[config.mk]
export PLATFORM = sky130hd
export DESIGN_NAME = eth_pd_rx_gate
export DESIGN_NICKNAME = d
export VERILOG_FILES = /design/src/rtl/eth_pd_rx_gate.sv
export SDC_FILE = /design/constraint.sdc
export NUM_CORES = 1
export LEC_CHECK = 0
export ABC_CLOCK_PERIOD_IN_PS = 1730
export BUFFER_PORTS_ARGS = -buffer_cell sky130_fd_sc_hd__buf_2
export CAP_MARGIN = 5
export CORE_AREA = 5 5 42 44
export DETAILED_ROUTE_END_ITERATION = 10
export DIE_AREA = 0 0 47 49
export MAX_ROUTING_LAYER = met4
export PLACE_DENSITY_LB_ADDON = 0.3
export RECOVER_POWER = 50
export SYNTH_ARGS = -nofsm -noshare
export SYNTH_HDL_FRONTEND = slang
export SYNTH_SLANG_ARGS = --single-unit
[constraint.sdc]
create_clock -name clk -period 1.73 [get_ports clk]
set_input_delay 0.346 -clock clk [delete_from_list [all_inputs] [get_ports clk]]
set_output_delay 0.346 -clock clk [all_outputs]
set_load 0.01 [all_outputs]
[src/rtl/eth_pd_rx_gate.sv]
module eth_pd_rx_gate #(
  parameter int DW = 8
) (
  input  logic          clk,
  input  logic          rst_n,
  input  logic          ctl_we,
  input  logic [2:0]    ctl_wdata,
  input  logic          sts_re,
  output logic [1:0]    sts_rdata,
  input  logic          magic_det,
  input  logic          wake_det,
  input  logic          rx_valid,
  input  logic [DW-1:0] rx_data,
  input  logic          rx_last,
  output logic          fwd_valid,
  output logic [DW-1:0] fwd_data,
  output logic          fwd_last,
  output logic          pd_active,
  output logic          irq
);

  logic pd_q, magic_en, wake_en, magic_sts, wake_sts;
  logic in_frame, pass_q, pass_now;
  logic magic_hit, wake_hit;

  assign magic_hit = magic_det & magic_en;
  assign wake_hit  = wake_det & wake_en;

  always_ff @(posedge clk) begin
    if (!rst_n) begin
      pd_q     <= 1'b0;
      magic_en <= 1'b0;
      wake_en  <= 1'b0;
    end else if (ctl_we) begin
      pd_q     <= ctl_wdata[0];
      magic_en <= ctl_wdata[1];
      wake_en  <= ctl_wdata[2];
    end else if (magic_hit | wake_hit) begin
      pd_q <= 1'b0;
    end
  end

  always_ff @(posedge clk) begin
    if (!rst_n) begin
      magic_sts <= 1'b0;
      wake_sts  <= 1'b0;
    end else begin
      magic_sts <= magic_hit | (magic_sts & ~sts_re);
      wake_sts  <= wake_hit  | (wake_sts  & ~sts_re);
    end
  end

  assign pass_now = in_frame ? pass_q : ~pd_q;

  always_ff @(posedge clk) begin
    if (!rst_n) begin
      in_frame <= 1'b0;
      pass_q   <= 1'b0;
    end else if (rx_valid) begin
      in_frame <= ~rx_last;
      pass_q   <= pass_now;
    end
  end

  assign fwd_valid = rx_valid & pass_now;
  assign fwd_data  = rx_data;
  assign fwd_last  = rx_last & fwd_valid;
  assign pd_active = pd_q;
  assign sts_rdata = {wake_sts, magic_sts};
  assign irq       = (magic_sts & magic_en) | (wake_sts & wake_en);

endmodule


==> flow_summary.toml <==
[placement]
numPortBuffers = 16
placed_cells = 63
place_area_um2 = 397
place_congestion = 0.670

[drt]
drc_errors = 0
via_count = 270
wire_per_inst_um = 11.1
dr_wl_met3_um = 88
drt_iter0_markers = 3
wl_met2_um = 272
drt_pass1_iterations = 3
viasPerCell = 4.03
drt-met1-wl_um = 367
ant_nets = 0
drt-total-wl_um = 746
top_layer = "met4"

[die]
die_h_um = 49
io_pins = 33
coreArea_mm2 = 0.00140
die_area_mm2 = 0.00230
start_util_pct = 26.5
die_w_um = 47
num_rows = 14

[logic_synthesis]
synth_mux_area_share_pct = 5.39
synth_fa_ha_area_share_pct = 0
ys_async_sr_fraction_pct = 0
ys_types = 16
syn_avg_cell_area_um2 = 9.06
synth_xor_area_share_pct = 0
mappedNetlistArea_um2 = 372
synth.top_cell.area_share_pct = 37.7
yosysMostFrequentCell = "buf_4"
synth_common_cells = "buf_4, dfxtp_1, nand2_1, a21boi_0"
synth_edf_count = 0
netlist_instances = 41
yosysWarnings = 0
ys_seq_area_share_pct = 37.7
synth_ff_type = "dfxtp_1"
synth.net_count = 60
synth_compound_area_share_pct = 15.8
synth_top_family_by_area = "buffers and inverters"
synth_top_cell_by_area = "dfxtp_1"
ys_ff_latch = 7
yosys.area_share.simple_pct = 19.9
yosys-top-cells-area = "dfxtp_1, buf_4, a21boi_0, mux2i_1, nand2_1"

[final_layout]
instances_no_fill = 67
synthToLayoutAreaGrowth_pct = 13.8
design_area_um2 = 423
antenna_cells = 0
nets = 71
drive_above_1_share_pct = 43.1

[worst_setup_path]
arrival_ns = 1.09
setup.worst_path.end_class = "primary output"
cpPeakStageDelay_ns = 0.37
cp-start-kind = "register"
slowest_stage = "dfxtp_1"
cp_cell_sequence = "nand2_1, o21ai_0, and3_2, buf_2"
cp_max_fo = 5
required_ns = 1.38
crit_type = "reg2out"

[run_status]
status = "completed"

[sta]
rsz0062_at_grt = "no"
setup_viol = 0
finalCritPeriodShare_pct = 82.8
skew_ns = 0.00875
finalMaxSlewViolations = 0
timing.final.crit_period_ns = 1.43
tns_ns = 0
worstMarginPinSlew_ns = 0.177
relSlewSlack_pct = 88.1
fmax_mhz = 698
hold_violations = 0

[global_route]
grt_pass1_wl_mm = 1.12
grt_pass1_vias = 275
antenna_found_initial = 0
grt_max_degree = 8
track_usage_pct = 7.17
overflow = 0

[cts]
cts_tree = "built"
ctsHoldBuffers = 0
ctsRootBufferMaster = "clkbuf_4"
clock_sinks = 7
clock_latency_ns = 0.26
ctsResizeCount = 0
clk_pin_slew_worst_paths_ns = 0.06
cts_max_level = 1
postCtsSetupBuffers = 0
ctsLongestPathBuffers = 2
cts_buffers = 3

[power]
p_leak_nw = 0.208
vdd_drop_max_mv = 0.234
p_per_area_mw_per_mm2 = 891
p_total_uw = 377

[hold_path]
hp-class = "in2reg"

[job]
drv_cap = 0
power breakdown:
part	leakage [nW]	internal (mW)	switching, mW
Combinational	0.135	0.0259	0.0199
Clock	0.0150	0.0884	0.0651
Sequential	0.0576	0.171	0.00709
final cells by class:
class / count / area, um^2
fill: 158 / 978
multi-input combinational: 23 / 153
sequential: 7 / 140
timing repair buffer: 16 / 80.1
clock buffer: 4 / 26.3
tap: 16 / 20.0
inverter: 1 / 3.75
per-stage QoR:
stage / worst slack, ns / hold slack, ns / utilization (%)
floorplan: 0.664 / 0.453 / -
global placement: 0.589 / 0.482 / 28.3
detailed placement: 0.579 / 0.482 / 28.3
CTS: 0.293 / 0.335 / 30.2
global route: 0.195 / 0.367 / 30.2
finish: 0.298 / 0.341 / 30.2
metal layers:
metal	vias to the layer above	GRT usage [%]
met2	15	7.92
li1	147	-
met1	106	9.98
met3	2	2.21
met4	0	5.99
met5	-	-
kinds of logic (layout without fill, tap and decap cells):
family / count (synthesis) / count (layout)
muxes: 2 / 2
AOI/OAI and AO/OA: 8 / 8
and+or+nand+nor: 13 / 13
buffers and inverters: 11 / 21
DFF: 7 / 7
registers in the layout (all words and copies together), names as in the netlist:
register and flops:
pass_q 1, wake_en 1, in_frame 1, magic_sts 1, magic_en 1, pd_active 1
wake_sts 1
cell usage in the layout (no fill, tap or decap), drive strengths merged:
| cell type | netlist | layout |
|---|---|---|
| a21boi | 4 | 4 |
| inv | 1 | 1 |
| and3 | 1 | 1 |
| nor2b | 2 | 2 |
| o21ai | 2 | 2 |
| nand2 | 5 | 5 |
| clkbuf | 0 | 4 |
| dfxtp | 7 | 7 |
| or3 | 1 | 1 |
| and2 | 1 | 1 |
| a22o | 1 | 1 |
| mux2i | 2 | 2 |
| nand2b | 2 | 2 |
| nand4b | 1 | 1 |
| o211a | 1 | 1 |
| buf | 10 | 16 |
worst paths after layout:
path / end / startpoint / cells past startpoint / slack, ns
max: fwd_last / in_frame / 4 / 0.30
min: pd_active / ctl_wdata[0] / 3 / 0.34
max reg2reg: pass_q / pd_active / 2 / 0.86
min reg2reg: pass_q / pass_q / 2 / 0.50
critical path: cells and delay by family (launching register included):
family / cells / cell delay (ns)
DFF: 1 / 0.37
and+or+nand+nor: 2 / 0.25
buffers and inverters: 1 / 0.12
AOI/OAI and AO/OA: 1 / 0.08
Power figures use the tool's default switching activity.
